`src/rtl/shadow_map_pkg.sv`:
```
package shadow_map_pkg;

  typedef enum logic [2:0] {
    RGN_NONE   = 3'd0,
    RGN_BOOT   = 3'd1,
    RGN_CTRL   = 3'd2,
    RGN_LEGACY = 3'd3,
    RGN_RAM    = 3'd4,
    RGN_DROP   = 3'd5
  } region_e;

  typedef enum logic [1:0] {
    PW_NONE = 2'b00,
    PW_8    = 2'b01,
    PW_16   = 2'b10,
    PW_32   = 2'b11
  } pwidth_e;

  localparam int unsigned FLAG_OVERLAY = 0;
  localparam int unsigned FLAG_WPROT   = 1;
  localparam int unsigned N_FLAGS      = 2;

  // Width reported back to the CPU for each decoded region.
  function automatic pwidth_e width_of(region_e r);
    case (r)
      RGN_BOOT:   return PW_16;
      RGN_LEGACY: return PW_8;
      RGN_RAM:    return PW_32;
      RGN_CTRL:   return PW_32;
      RGN_DROP:   return PW_32;
      default:    return PW_NONE;
    endcase
  endfunction

endpackage

```
`src/rtl/shadow_mode_flags.sv`:
```
module shadow_mode_flags #(
  parameter int unsigned N = 2
) (
  input  logic         clk,
  input  logic         rst_n,
  input  logic [N-1:0] set_i,
  output logic [N-1:0] flag_o
);

  // One sticky flop per mode; only reset clears them.
  for (genvar g = 0; g < N; g++) begin : g_flag
    always_ff @(posedge clk or negedge rst_n) begin
      if (!rst_n)
        flag_o[g] <= 1'b0;
      else if (set_i[g])
        flag_o[g] <= 1'b1;
    end
  end

endmodule

```
`src/rtl/shadow_region_decode.sv`:
```
module shadow_region_decode
  import shadow_map_pkg::*;
#(
  parameter int unsigned       ADDR_W     = 24,
  parameter int unsigned       BOOT_AW    = 16,
  parameter logic [ADDR_W-1:0] ALIAS_BASE = 24'hFF0000,
  parameter logic [ADDR_W-1:0] LEG_LO     = 24'hF00000,
  parameter logic [ADDR_W-1:0] LEG_HI     = 24'hF3FFFF,
  parameter logic [ADDR_W-1:0] CTL_LO     = 24'hF40000,
  parameter logic [ADDR_W-1:0] CTL_HI     = 24'hFBFFFF,
  parameter logic [ADDR_W-1:0] RAM_TOP    = 24'h7FFFFF,
  parameter logic [ADDR_W-1:0] PROT_TOP   = 24'h00BFFF
) (
  input  logic              valid,
  input  logic              write,
  input  logic [ADDR_W-1:0] addr,
  input  logic              overlay_on,
  input  logic              wprot_on,
  output region_e           region
);

  localparam int unsigned TAG_W = ADDR_W - BOOT_AW;

  function automatic logic in_span(logic [ADDR_W-1:0] a,
                                   logic [ADDR_W-1:0] lo,
                                   logic [ADDR_W-1:0] hi);
    return (a >= lo) && (a <= hi);
  endfunction

  logic hit_alias, hit_ctrl, hit_leg, hit_low_boot, hit_ram, hit_prot;

  always_comb begin
    hit_alias    = addr[ADDR_W-1:BOOT_AW] == ALIAS_BASE[ADDR_W-1:BOOT_AW];
    hit_ctrl     = in_span(addr, CTL_LO, CTL_HI);
    hit_leg      = in_span(addr, LEG_LO, LEG_HI);
    hit_low_boot = (addr[ADDR_W-1:BOOT_AW] == {TAG_W{1'b0}}) && !overlay_on;
    hit_ram      = addr <= RAM_TOP;
    hit_prot     = (addr <= PROT_TOP) && wprot_on && write;
  end

  // Priority: ROM images, control window, legacy, RAM.
  always_comb begin
    region = RGN_NONE;
    if (valid) begin
      if (hit_alias || hit_low_boot) region = RGN_BOOT;
      else if (hit_ctrl)             region = RGN_CTRL;
      else if (hit_leg)              region = RGN_LEGACY;
      else if (hit_ram)              region = hit_prot ? RGN_DROP : RGN_RAM;
    end
  end

endmodule

```
`src/rtl/shadow_select_out.sv`:
```
module shadow_select_out
  import shadow_map_pkg::*;
#(
  parameter int unsigned ADDR_W  = 24,
  parameter int unsigned BOOT_AW = 16
) (
  input  region_e             region,
  input  logic                write,
  input  logic [ADDR_W-1:0]   addr,
  output logic                sel_boot,
  output logic [BOOT_AW-1:0]  boot_off,
  output logic                sel_ram,
  output logic                ram_wr,
  output logic                sel_legacy,
  output logic                sel_ctrl,
  output logic                wr_dropped,
  output logic [1:0]          port_code
);

  always_comb begin
    sel_boot   = region == RGN_BOOT;
    sel_ram    = region == RGN_RAM;
    sel_legacy = region == RGN_LEGACY;
    sel_ctrl   = region == RGN_CTRL;
    wr_dropped = region == RGN_DROP;
    ram_wr     = sel_ram && write;
    boot_off   = sel_boot ? addr[BOOT_AW-1:0] : '0;
    port_code  = width_of(region);
  end

endmodule

```
`src/rtl/shadow_overlay_decoder.sv`:
```
module shadow_overlay_decoder
  import shadow_map_pkg::*;
#(
  parameter int unsigned       ADDR_W     = 24,
  parameter int unsigned       BOOT_AW    = 16,
  parameter logic [ADDR_W-1:0] ALIAS_BASE = 24'hFF0000,
  parameter logic [ADDR_W-1:0] LEG_LO     = 24'hF00000,
  parameter logic [ADDR_W-1:0] LEG_HI     = 24'hF3FFFF,
  parameter logic [ADDR_W-1:0] CTL_LO     = 24'hF40000,
  parameter logic [ADDR_W-1:0] CTL_HI     = 24'hFBFFFF,
  parameter logic [ADDR_W-1:0] RAM_TOP    = 24'h7FFFFF,
  parameter logic [ADDR_W-1:0] PROT_TOP   = 24'h00BFFF
) (
  input  logic               clk,
  input  logic               rst_n,
  input  logic               acc_valid,
  input  logic               acc_write,
  input  logic [ADDR_W-1:0]  acc_addr,
  output logic               sel_boot,
  output logic [BOOT_AW-1:0] boot_off,
  output logic               sel_ram,
  output logic               ram_wr,
  output logic               sel_legacy,
  output logic               sel_ctrl,
  output logic               wr_dropped,
  output logic [1:0]         port_code
);

  localparam int unsigned HIGH_BIT = ADDR_W - 1;

  region_e            region;
  logic [N_FLAGS-1:0] flag_set;
  logic [N_FLAGS-1:0] flag_q;

  // Named internal events, visible to the bound checker.
  logic overlay_on, wprot_on, set_overlay, set_wprot;

  assign overlay_on  = flag_q[FLAG_OVERLAY];
  assign wprot_on    = flag_q[FLAG_WPROT];
  assign set_overlay = acc_valid && acc_addr[HIGH_BIT];
  assign set_wprot   = region == RGN_CTRL;

  always_comb begin
    flag_set               = '0;
    flag_set[FLAG_OVERLAY] = set_overlay;
    flag_set[FLAG_WPROT]   = set_wprot;
  end

  shadow_mode_flags #(.N(N_FLAGS)) u_flags (
    .clk    (clk),
    .rst_n  (rst_n),
    .set_i  (flag_set),
    .flag_o (flag_q)
  );

  shadow_region_decode #(
    .ADDR_W(ADDR_W), .BOOT_AW(BOOT_AW), .ALIAS_BASE(ALIAS_BASE),
    .LEG_LO(LEG_LO), .LEG_HI(LEG_HI), .CTL_LO(CTL_LO), .CTL_HI(CTL_HI),
    .RAM_TOP(RAM_TOP), .PROT_TOP(PROT_TOP)
  ) u_decode (
    .valid      (acc_valid),
    .write      (acc_write),
    .addr       (acc_addr),
    .overlay_on (overlay_on),
    .wprot_on   (wprot_on),
    .region     (region)
  );

  shadow_select_out #(.ADDR_W(ADDR_W), .BOOT_AW(BOOT_AW)) u_out (
    .region     (region),
    .write      (acc_write),
    .addr       (acc_addr),
    .sel_boot   (sel_boot),
    .boot_off   (boot_off),
    .sel_ram    (sel_ram),
    .ram_wr     (ram_wr),
    .sel_legacy (sel_legacy),
    .sel_ctrl   (sel_ctrl),
    .wr_dropped (wr_dropped),
    .port_code  (port_code)
  );

endmodule

```
`config.mk`:
```
export PLATFORM = sky130hd
export DESIGN_NAME = shadow_overlay_decoder
export DESIGN_NICKNAME = d
export VERILOG_FILES = /design/src/rtl/shadow_map_pkg.sv /design/src/rtl/shadow_mode_flags.sv /design/src/rtl/shadow_region_decode.sv /design/src/rtl/shadow_select_out.sv /design/src/rtl/shadow_overlay_decoder.sv
export SDC_FILE = /design/constraint.sdc
export NUM_CORES = 1
export LEC_CHECK = 0
export ABC_AREA = 1
export BUFFER_PORTS_ARGS = -buffer_cell sky130_fd_sc_hd__buf_4
export CORE_MARGIN = 3
export CORE_UTILIZATION = 35
export CTS_CLUSTER_SIZE = 10
export DETAILED_ROUTE_END_ITERATION = 7
export MAX_ROUTING_LAYER = met4
export PLACE_DENSITY = 0.82
export REMOVE_ABC_BUFFERS = 1
export SYNTH_ARGS = -nofsm -noshare
export SYNTH_HDL_FRONTEND = slang
export SYNTH_SLANG_ARGS = --single-unit
```
`constraint.sdc`:
```
create_clock -name clk -period 4.9 [get_ports clk]
set_input_delay 1.225 -clock clk [delete_from_list [all_inputs] [get_ports clk]]
set_output_delay 1.225 -clock clk [all_outputs]
set_load 0.005 [all_outputs]
```
=== Word level (Yosys, flattened, before mapping) ===
Index checks and enable logic that the tools add are counted.

* Word-level logic and storage cells: 33
* Bits of input ports: 28
* Output and inout port bits: 24
* Flip-flop bits (word level): 2

* Muxes and demuxes: 8
* Eq/ne operators: 6
* Order comparisons: 6
* Reductions and logical operators: 11

{| class="wikitable"
|+ Operators by type and width
! kind !! count
|-
| $ge A24 B24 Y1 const B || 2
|-
| $le A24 B24 Y1 const B || 2
|-
| $le A24 B16 Y1 const B || 1
|-
| $le A24 B23 Y1 const B || 1
|-
| $mux W16 || 1
|-
| $mux W3 || 5
|-
| $eq A8 B8 Y1 const B || 1
|-
| $logic_not A8 Y1 || 1
|-
| $logic_and A1 B1 Y1 || 7
|-
| $eq A3 B2 Y1 const B || 2
|-
| $eq A3 B3 Y1 const B || 2
|-
| $pmux W2 S3 || 1
|-
| $eq A3 B1 Y1 const B || 1
|-
| $reduce_or A3 Y1 || 1
|-
| $logic_not A1 Y1 || 1
|-
| $logic_or A1 B1 Y1 || 1
|-
| $mux W1 || 1
|}

=== Longest topological paths before layout ===
Gate-level depths: netlist of run 1.

* Depth after elaboration: 12
* Mapped depth: 9
* Depth with buffers taken out: 8

=== By module ===
From an unflattened synthesis of run 1, not the netlist that was laid out.

* Cell total of the unflattened synthesis: 90
* Area total of the unflattened synthesis: 454.2 um^2

{| class="wikitable"
|+ By module, submodules not included
! module !! seq. area each (um^2) !! times used !! area an instance (um^2) !! cells an instance
|-
| shadow_select_out || 0.0 || 1 || 236.5 || 49
|-
| shadow_region_decode || 0.0 || 1 || 123.9 || 28
|-
| shadow_mode_flags || 50.0 || 1 || 72.6 || 8
|-
| shadow_overlay_decoder || 0.0 || 1 || 21.3 || 5
|}

=== Worst setup path after synthesis of run 1 ===
No wires, ideal clock.

* Kind: input-to-output
* Start point: in acc_addr[18]
* End point: out boot_off[0]
* Data required time: 3.675 ns
* Stages on the path: 8
* Arrival: 2.091 ns
* Path buffers: 1
* Path slack: 1.584 ns
* Cell sequence: nor2_4 > nand2_1 > nor2_2 > nand3_1 > nand3_2 > nand4_4 > buf_6 > nor2_2

* Cells in the longest elaborated chain, start to end: 11
* Elaborated cells on any way between the ends: 22
* Those cells by class: order compare: 6; eq/ne: 2; mux: 7; reduce/logical: 7

{| class="wikitable"
|+ Ends and longest elaborated chain
! item !! RTL line !! text
|-
| start, declared || shadow_overlay_decoder.sv:18 || <nowiki>input logic [ADDR_W-1:0] acc_addr,</nowiki>
|-
| $le A24 B16 Y1 || shadow_region_decode.sv:38 || <nowiki>hit_prot = (addr <= PROT_TOP) && wprot_on && write;</nowiki>
|-
| $logic_and A1 B1 Y1 (2 in series) || shadow_region_decode.sv:38 ||
|-
| $mux W1 || shadow_region_decode.sv:48 || <nowiki>else if (hit_ram) region = hit_prot ? RGN_DROP : RGN_RAM;</nowiki>
|-
| $mux W3 || shadow_region_decode.sv:48 ||
|-
| $mux W3 || shadow_region_decode.sv:47 || <nowiki>else if (hit_leg) region = RGN_LEGACY;</nowiki>
|-
| $mux W3 || shadow_region_decode.sv:46 || <nowiki>else if (hit_ctrl) region = RGN_CTRL;</nowiki>
|-
| $mux W3 * || shadow_region_decode.sv:45 || <nowiki>if (hit_alias || hit_low_boot) region = RGN_BOOT;</nowiki>
|-
| $mux W3 * || shadow_region_decode.sv:44 || <nowiki>if (valid) begin</nowiki>
|-
| $eq A3 B1 Y1 * || shadow_select_out.sv:21 || <nowiki>sel_boot = region == RGN_BOOT;</nowiki>
|-
| $mux W16 * || shadow_select_out.sv:27 || <nowiki>boot_off = sel_boot ? addr[BOOT_AW-1:0] : '0;</nowiki>
|-
| end, declared || shadow_overlay_decoder.sv:20 || <nowiki>output logic [BOOT_AW-1:0] boot_off,</nowiki>
|}

Every way passes the cells marked *; elsewhere a longest branch is shown, timed or not.

=== Worst setup path in the final report of run 1 ===
* Start point: in acc_addr[23]
* End point: out boot_off[7]

Same word-level chain as after synthesis.

==> results of run 1 <==
## cell usage in the layout (no fill, tap or decap), drive strengths merged
cell type / synthesis / final
nor3: 1 / 1
a21oi: 1 / 1
dfrtp: 2 / 2
nor2: 29 / 29
o21ai: 1 / 1
o31ai: 1 / 1
nand3: 4 / 4
inv: 27 / 27
o211ai: 1 / 1
or2: 1 / 1
clkbuf: 0 / 3
nand2: 14 / 14
nand4: 2 / 2
buf: 1 / 51
## path summary, 6_finish.rpt
kind,from,end,depth (start not counted)
hold / removal,u_flags.flag_o[1]$_DFFE_PN0P_,u_flags.flag_o[1]$_DFFE_PN0P_,1
setup / recovery,acc_addr[23],boot_off[7],9
max in group asynchronous,rst_n,u_flags.flag_o[1]$_DFFE_PN0P_,1
hold reg to reg,u_flags.flag_o[1]$_DFFE_PN0P_,u_flags.flag_o[1]$_DFFE_PN0P_,1
min in group asynchronous,rst_n,u_flags.flag_o[0]$_DFFE_PN0P_,1
setup reg to reg,u_flags.flag_o[1]$_DFFE_PN0P_,u_flags.flag_o[1]$_DFFE_PN0P_,6
## per-layer routing
| layer | GRT usage (%) | routed length (um) | vias to the layer above |
|---|---|---|---|
| li1 | - | - | 355 |
| met2 | 32.8 | 823 | 21 |
| met3 | 4.72 | 85 | 0 |
| met4 | 4.97 | 0 | 0 |
| met5 | - | 0 | - |
| met1 | 18.3 | 555 | 275 |
## stage by stage
stage | std cells | setup slack, ps | total power [mW]
final | 152 | 1210 | 0.0941
after global routing | 152 | 1040 | 0.106
after CTS | 152 | 1200 | 0.0962
after detailed placement | 149 | 1210 | 0.0579
after global placement | 149 | 1240 | 0.0571
after floorplan | 84 | 1560 | 0.0334
## kinds of logic (layout without fill, tap and decap cells)
| logic type | after synthesis | count (layout) | synth area share [%] |
|---|---|---|---|
| buffers and inverters | 28 | 81 | 24.1 |
| AOI/OAI and AO/OA | 4 | 4 | 6.43 |
| DFF | 2 | 2 | 10.7 |
| and+or+nand+nor | 51 | 51 | 58.7 |
## power breakdown
part / leakage [nW] / internal, mW / switching [mW]
clock network: 0.0138 / 0.0271 / 0.00934
logic: 0.540 / 0.0222 / 0.0162
registers: 0.0192 / 0.0184 / 0.00103
## area by class of cell
| cell class | instances | area [um2] |
|---|---|---|
| fillers | 106 | 293 |
| repair buffers | 51 | 383 |
| well taps | 14 | 17.5 |
| flip-flops and latches | 2 | 50.0 |
| multi-input cells | 55 | 304 |
| inverters | 27 | 101 |
| clock buffers | 3 | 22.5 |
==> summary.md, run 1 <==
| Metric | Value |
|---|---|
| Largest buffer count on any clock path | `2` |
| WL/cell | `9.63 um` |
| TritonCTS Buffers | `3` |
| CTS resizes | `0` |
| Via count | `651` |
| First-pass GRT wire length | `2.51 mm` |
| # clock sinks | `2` |
| Syn Inst Count | `85` |
| Synth warn | `0` |
| Row count | `12` |
| Vias in the first global route | `589` |
| Initial Utilization | `39.9%` |
| Slew headroom | `77.7%` |
| Largest net degree at the start of global routing | `18` |
| Die width | `42.5 um` |
| Final WL | `1.46 mm` |
| Post-synthesis async set-or-reset flop share | `100%` |
| Sequential share of the synthesized area | `10.7%` |
| Final Skew | `0 ps` |
| Post-route cell area | `878 um2` |
| Max Clk Rate | `0.271 GHz` |
| Distinct cells, synth | `18` |
| Cell area after synthesis | `467 um2` |
| Starting DRC count in detailed routing | `5` |
| Fraction of layout cells with a size suffix above 1 | `52.2%` |
| Chip Height | `42.5 um` |
| Crit path max-delay family | `simple AND/OR/NAND/NOR gates` |
| Clk root buf | `clkbuf_4` |
| Cell leakage power | `0.573 nW` |
| Setup violations, final | `0` |
| Min Tclk post-route | `3690 ps` |
| Worst VDD drop | `92.8 uV` |
| Via/cell ratio | `4.28` |
| Max reg flops | `2` |
| Cell Area, Placed | `856 um2` |
| Reg clk slew, reported paths | `30 ps` |
| Top Registers | `u_flags.flag_o: 2 flops` |
| Final hold slack | `482 ps` |
| Critical path data required time | `3670 ps` |
| CTS tree | `done` |
| Critical-path top delay cell | `nand4_4` |
| Nets | `168` |
| Avg Inst Size Synth | `5.49 um2` |
| Critical path endpoint category | `primary output` |
| Util after Layout | `75.0%` |
| Maxcap violations | `0` |
| Period utilization | `75.2%` |
| Synth Flop Type | `dfrtp_1` |
| Worst path buffer plus inverter count | `2` |
| Top area cells in the synthesized netlist | `inv_1 (22%), nor2_1 (14%), nor2_2 (13%), dfrtp_1 (11%), nand2_1 (10%)` |
| Port-buffer cells | `51` |
| GR Util All Layers | `17.8%` |
| Area delta synth->final | `88.2%` |
| Pwr Density | `107 nW/um2` |
| CP cell instances | `buf_4 -> nor2_1 -> nand2_1 -> nor2_2 -> nand3_1 -> nand3_2 -> nand4_4 -> nor2_1 -> buf_4` |
| Hold-fix buffers at CTS | `0` |
| Synth top area share | `21.7%` |
| H-tree Lvls | `1` |
| # DRC | `0` |
| GPL Wtd Cong | `0.772` |
| Reg2Reg Setup Slack | `3680 ps` |
| Postcts setup bufs | `0` |
| EDFF count, synth | `0` |
| Final Hold Viols | `0` |
| FF+latch count, synth | `2` |
| Initial antenna violation count | `0` |
| GR Overflow Total | `0` |
| Clk_lat worst skew | `220 ps` |
| First drt pass iteration count | `4` |
| Antenna diodes | `0` |
| Post-synth top area cell | `inv_1` |
| Slew @ Worst Pin | `334 ps` |
| HP Class | `reg2reg` |
| RSZ-0062 raised after global routing | `no` |
| Post-DP HPWL | `1.31 mm` |
| Outcome | `completed` |
| Placeable Area | `1170 um2` |
| Crit Path Max Fanout | `17` |
| Largest Register | `u_flags.flag_o` |
| # IOs | `52` |
| Most frequent cell after synthesis | `inv_1` |
| Setup crit start kind | `input pin` |
| Critical setup path kind | `in2out` |
| Final slew viol count | `0` |
| Post-detailed-route count of antenna-violating nets | `0` |
| Die ar. | `1810 um2` |
| Worst EP arrival | `2460 ps` |
| Max stage delay on crit path | `260 ps` |
| Setup TNS | `0 ps` |
| Top cells by count, synth | `inv_1 (27), nor2_1 (17), nand2_1 (13)` |
Power figures use the tool's default switching activity.
==> run 2, diff against run 1 <==
--- a/config.mk
+++ b/config.mk
@@ -8,11 +8,11 @@
 export ABC_AREA = 1
 export BUFFER_PORTS_ARGS = -buffer_cell sky130_fd_sc_hd__buf_4
 export CORE_MARGIN = 3
-export CORE_UTILIZATION = 35
+export CORE_UTILIZATION = 30
 export CTS_CLUSTER_SIZE = 10
 export DETAILED_ROUTE_END_ITERATION = 7
 export MAX_ROUTING_LAYER = met4
-export PLACE_DENSITY = 0.82
+export PLACE_DENSITY = 0.75
 export REMOVE_ABC_BUFFERS = 1
 export SYNTH_ARGS = -nofsm -noshare
 export SYNTH_HDL_FRONTEND = slang
==> constraint.sdc (replaced) <==
create_clock -name clk -period 3.2 [get_ports clk]
set_input_delay 0.8 -clock clk [delete_from_list [all_inputs] [get_ports clk]]
set_output_delay 0.8 -clock clk [all_outputs]
set_load 0.005 [all_outputs]
==> run 2 against run 1 <==
Largest cell class unchanged. Via count is 0.92% lower. Largest power group unchanged. Global-route usage decreased by 2.0 points. Sequential share of layout area hardly changed. Register-to-register slack worse by 1700 ps. Clock power up 57%. Count of clock-buffer cells in the layout stayed put. First-iteration DRC count grew 80%. Worst hold slack got worse by 130 ps. Die area increased by 14%. Flip-flop and latch count unchanged.
==> summary.md, run 2 (same netlist as run 1, synthesis figures left out) <==
| Metric | Value |
|---|---|
| Outcome | `completed (unchanged)` |
| First drt pass iteration count | `4 (unchanged)` |
| Port-buffer cells | `51 (unchanged)` |
| Pwr Density | `165 nW/um2 (was 107 nW/um2)` |
| Die ar. | `2060 um2 (was 1810 um2)` |
| Fraction of layout cells with a size suffix above 1 | `52.2% (unchanged)` |
| Largest net degree at the start of global routing | `18 (unchanged)` |
| Final Hold Viols | `0 (unchanged)` |
| Most frequent cells in the layout | `buf_4 (51), inv_1 (27), nor2_1 (17) (unchanged)` |
| Maxcap violations | `0 (unchanged)` |
| Via count | `645 (was 651)` |
| H-tree Lvls | `1 (unchanged)` |
| Period utilization | `89.5%` |
| WL/cell | `10.4 um (was 9.63 um)` |
| Critical path endpoint category | `primary output (unchanged)` |
| Critical path data required time | `2400 ps (was 3670 ps)` |
| CTS tree | `done (unchanged)` |
| Placeable Area | `1380 um2 (was 1170 um2)` |
| Area delta synth->final | `88.5% (was 88.2%)` |
| RSZ-0062 raised after global routing | `no (unchanged)` |
| Setup crit start kind | `input pin (unchanged)` |
| Most common cell after layout, fill and taps aside | `buf_4 (unchanged)` |
| GR Util All Layers | `15.8% (was 17.8%)` |
| Initial antenna violation count | `0 (unchanged)` |
| Final Skew | `0 ps (unchanged)` |
| Postcts setup bufs | `0 (unchanged)` |
| Slew @ Worst Pin | `337 ps (was 334 ps)` |
| Hold-fix buffers at CTS | `0 (unchanged)` |
| Max Clk Rate | `0.349 GHz` |
| Setup TNS | `0 ps (unchanged)` |
| Clk_lat worst skew | `220 ps (about the same)` |
| # IOs | `52 (unchanged)` |
| Worst setup path startpoint | `acc_addr[18] (was acc_addr[23])` |
| GR Overflow Total | `0 (unchanged)` |
| # DRC | `0 (unchanged)` |
| Die width | `45.4 um (was 42.5 um)` |
| Crit Path Max Fanout | `17 (unchanged)` |
| Worst VDD drop | `113 uV (was 92.8 uV)` |
| Clk root buf | `clkbuf_4 (unchanged)` |
| Nets | `168 (unchanged)` |
| Min Tclk post-route | `2870 ps` |
| Starting DRC count in detailed routing | `9 (was 5)` |
| Cell leakage power | `0.573 nW (unchanged)` |
| Max reg flops | `2 (unchanged)` |
| HP Class | `in2async (was reg2reg)` |
| First-pass GRT wire length | `2.39 mm (was 2.51 mm)` |
| Chip Height | `45.4 um (was 42.5 um)` |
| Row count | `13 (was 12)` |
| Post-detailed-route count of antenna-violating nets | `0 (unchanged)` |
| Top Registers | `u_flags.flag_o: 2 flops (unchanged)` |
| CTS resizes | `0 (unchanged)` |
| Final slew viol count | `0 (unchanged)` |
| GPL Wtd Cong | `0.762 (was 0.772)` |
| Slew headroom | `77.5% (was 77.7%)` |
| Filler cells | `144 (was 106)` |
| Vias in the first global route | `584 (was 589)` |
| Largest Register | `u_flags.flag_o (unchanged)` |
| Critical setup path kind | `in2out (unchanged)` |
| Via/cell ratio | `4.22 (was 4.28)` |
| Placed instance count | `150 (was 149)` |
| Setup violations, final | `0 (unchanged)` |
| Largest buffer count on any clock path | `2 (unchanged)` |
| Antenna diodes | `0 (unchanged)` |
| Final WL | `1.59 mm (was 1.46 mm)` |
| # clock sinks | `2 (unchanged)` |
| Reg clk slew, reported paths | `30 ps (about the same)` |
| Initial Utilization | `33.8% (was 39.9%)` |
| R2R Path Start | `u_flags.flag_o[1]$_DFFE_PN0P_ (unchanged)` |
| TritonCTS Buffers | `3 (unchanged)` |
| Worst EP arrival | `2070 ps (was 2460 ps)` |
| Register area | `50.0 um2 (unchanged)` |
| Post-DP HPWL | `1.42 mm (was 1.31 mm)` |
| Fin cells | `153 (was 152)` |
| Multi-input gate area | `304 um2 (unchanged)` |
==> run 2: worst paths after layout <==
check                                                     end  slack (ps)  depth (start not counted)
worst max-delay path                              boot_off[9]         330                          9
worst min register to register  u_flags.flag_o[1]$_DFFE_PN0P_         470                          1
max in group asynchronous       u_flags.flag_o[0]$_DFFE_PN0P_        2760                          1
worst max register to register  u_flags.flag_o[1]$_DFFE_PN0P_        1980                          6
worst min-delay path            u_flags.flag_o[1]$_DFFE_PN0P_         350                          1
min in group clk                u_flags.flag_o[1]$_DFFE_PN0P_         470                          1
==> run 2: metrics by stage <==
step | power [mW] | utilization, % | cell area [um2] | hold slack (ps) | setup slack (ps)
2_1_floorplan | 0.0512 | - | 455 | 439 | 709
3_3_place_gp | 0.0876 | 62.0 | 857 | 465 | 387
3_5_place_dp | 0.0888 | 62.0 | 857 | 453 | 326
4_1_cts | 0.150 | 63.6 | 880 | 338 | 321
5_1_grt | 0.160 | 63.6 | 880 | 330 | 161
6_report | 0.145 | 63.6 | 880 | 347 | 335
==> run 2: critical path, stage by stage <==
cell	delay [ps]
buf_4	120
nor2_4	120
nand2_1	80
nor2_2	130
nand3_1	120
nand3_2	120
nand4_4	250
nor2_1	180
buf_4	130
==> run 2: area by class of cell <==
| class | instances | share of cell area (%) |
|---|---|---|
| timing repair buffer | 51 | 43.5 |
| multi-input combinational | 55 | 34.6 |
| inverter | 27 | 11.5 |
| sequential | 2 | 5.69 |
| clock buffer | 3 | 2.56 |
| tap | 15 | 2.13 |
==> run 2: power by group <==
part | switching [mW] | leakage [nW] | internal, mW
Combinational | 0.0247 | 0.540 | 0.0339
Clock | 0.0158 | 0.0138 | 0.0416
Sequential | 0.00138 | 0.0192 | 0.0281
==> run 2: layer usage <==
metal / wire length (um) / vias to the layer above / track usage, %
met2: 955 / 12 / 29.0
met1: 549 / 280 / 16.7
met4: 31 / 0 / 9.36
met5: 0 / - / -
met3: 50 / 2 / 0
li1: - / 351 / -
==> run 3, diff against run 2 <==
--- a/config.mk
+++ b/config.mk
@@ -8,12 +8,13 @@
 export ABC_AREA = 1
 export BUFFER_PORTS_ARGS = -buffer_cell sky130_fd_sc_hd__buf_4
 export CORE_MARGIN = 3
-export CORE_UTILIZATION = 30
+export CORE_UTILIZATION = 29
 export CTS_CLUSTER_SIZE = 10
 export DETAILED_ROUTE_END_ITERATION = 7
 export MAX_ROUTING_LAYER = met4
-export PLACE_DENSITY = 0.75
+export PLACE_DENSITY = 0.74
 export REMOVE_ABC_BUFFERS = 1
 export SYNTH_ARGS = -nofsm -noshare
 export SYNTH_HDL_FRONTEND = slang
+export SYNTH_HIERARCHICAL = 1
 export SYNTH_SLANG_ARGS = --single-unit
==> run 3 against run 2 <==
Synthesized cell count rose by 5.9%. Worst setup slack got worse by 170 ps. Sequential share of layout area barely moved. Combinational power fell by 8.4%. Area after synthesis fell by 2.7%. Clock skew barely moved. Final cell count rose by 3.9%. Global-route usage fell by 3.0 points. Die area rose by 0.60%. Critical path type unchanged.
==> summary.md, run 3 <==
| Metric | Value |
|---|---|
| Post-detailed-route count of antenna-violating nets | `0 (unchanged)` |
| Fraction of layout cells with a size suffix above 1 | `46.5% (was 52.2%)` |
| Antenna diodes | `0 (unchanged)` |
| CTS tree | `done (unchanged)` |
| Post-DP HPWL | `1.20 mm (was 1.42 mm)` |
| Largest Register | `u_flags/flag_o (was u_flags.flag_o)` |
| Initial antenna violation count | `0 (unchanged)` |
| GR Util All Layers | `12.8% (was 15.8%)` |
| Die width | `45.6 um (was 45.4 um)` |
| P_int | `0.0983 mW (was 0.104 mW)` |
| Max Clk Rate | `0.330 GHz (was 0.349 GHz)` |
| Die ar. | `2080 um2 (was 2060 um2)` |
| Via count | `655 (was 645)` |
| Maxcap violations | `0 (unchanged)` |
| Final Skew | `0.461 ps (was 0 ps)` |
| Final WL | `1.38 mm (was 1.59 mm)` |
| Post-synth top area cell | `inv_1 (unchanged)` |
| Syn Inst Count | `90 (was 85)` |
| Logic pwr share | `40.3% (about the same)` |
| Via/cell ratio | `4.12 (was 4.22)` |
| Top area cells in the synthesized netlist | `inv_1 (27%), nor2_1 (16%), nor2_2 (12%), dfrtp_1 (11%), nand2_1 (9.9%) (was inv_1 (22%), nor2_1 (14%), nor2_2 (13%), dfrtp_1 (11%), nand2_1 (10%))` |
| Final Hold Viols | `0 (unchanged)` |
| Largest net degree at the start of global routing | `19 (was 18)` |
| Clk_lat worst skew | `220 ps (about the same)` |
| Worst VDD drop | `170 uV (was 113 uV)` |
| Setup TNS | `0 ps (unchanged)` |
| # IOs | `52 (unchanged)` |
| Chip Height | `45.6 um (was 45.4 um)` |
| Post-synthesis adder-cell area fraction | `0% (unchanged)` |
| TritonCTS Buffers | `3 (unchanged)` |
| Setup crit start kind | `input pin (unchanged)` |
| Simple-Gate Fraction of Synth Area | `54.8% (was 58.7%)` |
| GPL Wtd Cong | `0.738 (was 0.762)` |
| Slew headroom | `80.9% (was 77.5%)` |
| Final slew viol count | `0 (unchanged)` |
| Part of the power in registers | `19.1% (was 20.3%)` |
| Most common cell after layout, fill and taps aside | `buf_4 (unchanged)` |
| Outcome | `completed (unchanged)` |
| EDFF count, synth | `0 (unchanged)` |
| Row count | `13 (unchanged)` |
| FF+latch count, synth | `2 (unchanged)` |
| Post-synthesis async set-or-reset flop share | `100% (unchanged)` |
| Initial Utilization | `32.9% (was 33.8%)` |
| Post-synthesis compound-gate area fraction | `3.58% (was 6.43%)` |
| Nets | `174 (was 168)` |
| Min Tclk post-route | `3030 ps (was 2870 ps)` |
| Distinct cells, synth | `14 (was 18)` |
| Filler cells | `135 (was 144)` |
| Largest buffer count on any clock path | `2 (unchanged)` |
| Avg Inst Size Synth | `5.05 um2 (was 5.49 um2)` |
| Critical path endpoint category | `primary output (unchanged)` |
| Post-synthesis xor/xnor area fraction | `0% (unchanged)` |
| Placeable Area | `1380 um2 (unchanged)` |
| Critical setup path kind | `in2out (unchanged)` |
| Port-buffer cells | `51 (unchanged)` |
| Synth warn | `6 (was 0)` |
| Max reg flops | `2 (unchanged)` |
| Post-synthesis mux area share | `0% (unchanged)` |
| First drt pass iteration count | `2 (was 4)` |
| Util after Layout | `63.8% (was 63.6%)` |
| Cell area after synthesis | `454 um2 (was 467 um2)` |
| Synth Flop Type | `dfrtp_1 (unchanged)` |
| Starting DRC count in detailed routing | `2 (was 9)` |
| Synth top area share | `27.3% (was 21.7%)` |
| First-pass GRT wire length | `1.94 mm (was 2.39 mm)` |
| Clk root buf | `clkbuf_4 (unchanged)` |
| Sequential share of the synthesized area | `11.0% (was 10.7%)` |
| Vias in the first global route | `526 (was 584)` |
| Top cells by count, synth | `inv_1 (33), nor2_1 (19), nand2_1 (12) (was inv_1 (27), nor2_1 (17), nand2_1 (13))` |
| Slew @ Worst Pin | `284 ps (was 337 ps)` |
| Pwr Density | `151 nW/um2 (was 165 nW/um2)` |
| Area delta synth->final | `94.2% (was 88.5%)` |
| # DRC | `0 (unchanged)` |
| # clock sinks | `2 (unchanged)` |
| Period utilization | `94.7% (was 89.5%)` |
| Clock power share | `40.6% (was 39.4%)` |
| WL/cell | `8.67 um (was 10.4 um)` |
| Critical path data required time | `2400 ps (about the same)` |
| HP Class | `in2async (unchanged)` |
| Postcts setup bufs | `0 (unchanged)` |
| Most frequent cell after synthesis | `inv_1 (unchanged)` |
| Sw Share | `26.2% (was 28.8%)` |
| GR Overflow Total | `0 (unchanged)` |
| Switch Pwr | `0.0350 mW (was 0.0418 mW)` |
| Crit Path Max Fanout | `18 (was 17)` |
| H-tree Lvls | `1 (unchanged)` |
| Most frequent cells in the layout | `buf_4 (52), inv_1 (33), nor2_1 (19) (was buf_4 (51), inv_1 (27), nor2_1 (17))` |
| Worst Reg2Reg Path Length in Cells | `11 (was 6)` |
| Reg clk slew, reported paths | `30 ps (about the same)` |
| Top Registers | `u_flags/flag_o: 2 flops (was u_flags.flag_o: 2 flops)` |
| Setup violations, final | `0 (unchanged)` |
| Cell leakage power | `0.579 nW (was 0.573 nW)` |
| Worst EP arrival | `2230 ps (was 2070 ps)` |
| Largest family of logic cells by synthesized area | `simple AND/OR/NAND/NOR gates (unchanged)` |
| Hold-fix buffers at CTS | `0 (unchanged)` |
## run 3: per-stage QoR
step | hold WS (ps) | instance area, um2 | instances | power, mW | setup slack (ps)
after floorplan | 426 | 443 | 89 | 0.0432 | 521
after global placement | 443 | 852 | 156 | 0.0782 | 177
after detailed placement | 446 | 852 | 156 | 0.0794 | 161
after CTS | 349 | 875 | 159 | 0.136 | 160
after global routing | 350 | 882 | 159 | 0.143 | -2.24
final | 356 | 882 | 159 | 0.133 | 169
## run 3: routing by layer
| layer | global-route usage, % | routed length [um] |
|---|---|---|
| met4 | 5.26 | 0 |
| met3 | 5.53 | 278 |
| met1 | 13.9 | 476 |
| met2 | 20.3 | 623 |
| met5 | - | 0 |
## run 3: power by group through the flow
stage,Sequential [mW],Combinational (mW),Clock (mW)
finish,0.0255,0.0537,0.0541
global route,0.0255,0.0603,0.0575
detailed placement,0.0258,0.0536,0
floorplan,0.0258,0.0174,0
CTS,0.0255,0.0538,0.0571
global placement,0.0258,0.0525,0
## run 3: final timing paths
check / from / endpoint / slack [ps]
setup reg to reg: u_flags/flag_o[0]$_DFFE_PN0P_ / u_flags/flag_o[1]$_DFFE_PN0P_ / 1900
hold / removal: rst_n / u_flags/flag_o[1]$_DFFE_PN0P_ / 360
hold reg to reg: u_flags/flag_o[1]$_DFFE_PN0P_ / u_flags/flag_o[1]$_DFFE_PN0P_ / 450
min in group clk: u_flags/flag_o[1]$_DFFE_PN0P_ / u_flags/flag_o[1]$_DFFE_PN0P_ / 450
setup / recovery: acc_addr[23] / port_code[1] / 170
max in group asynchronous: rst_n / u_flags/flag_o[0]$_DFFE_PN0P_ / 2760
## run 3: final cells by class
class / count / area (um2) / area share [%]
Multi-Input combinational cell: 53 / 273 / 30.9
Sequential cell: 2 / 50.0 / 5.67
Clock buffer: 3 / 22.5 / 2.55
Timing Repair Buffer: 52 / 390 / 44.3
Inverter: 34 / 128 / 14.5
Tap cell: 15 / 18.8 / 2.13
## run 3: timing repair
action	in CTS	in global routing
setup endpoints to repair	0	7
gates resized for setup	0	1
endpoints found under the hold margin	0	0
## run 3: logic make-up (layout without fill, tap and decap cells)
family	after synthesis	count (layout)
flops	2	2
simple gates	51	51
compound gates	2	2
buf+inv	35	89
## run 3: worst max-delay path, cell delays in order
cell and delay (ps):
buf_4 130, nand4_1 130, nor2_1 70, nor2_1 240, nand2_1 80, nor2_1 170, inv_1 120, nand3_4 210
nand3_1 110, buf_4 150
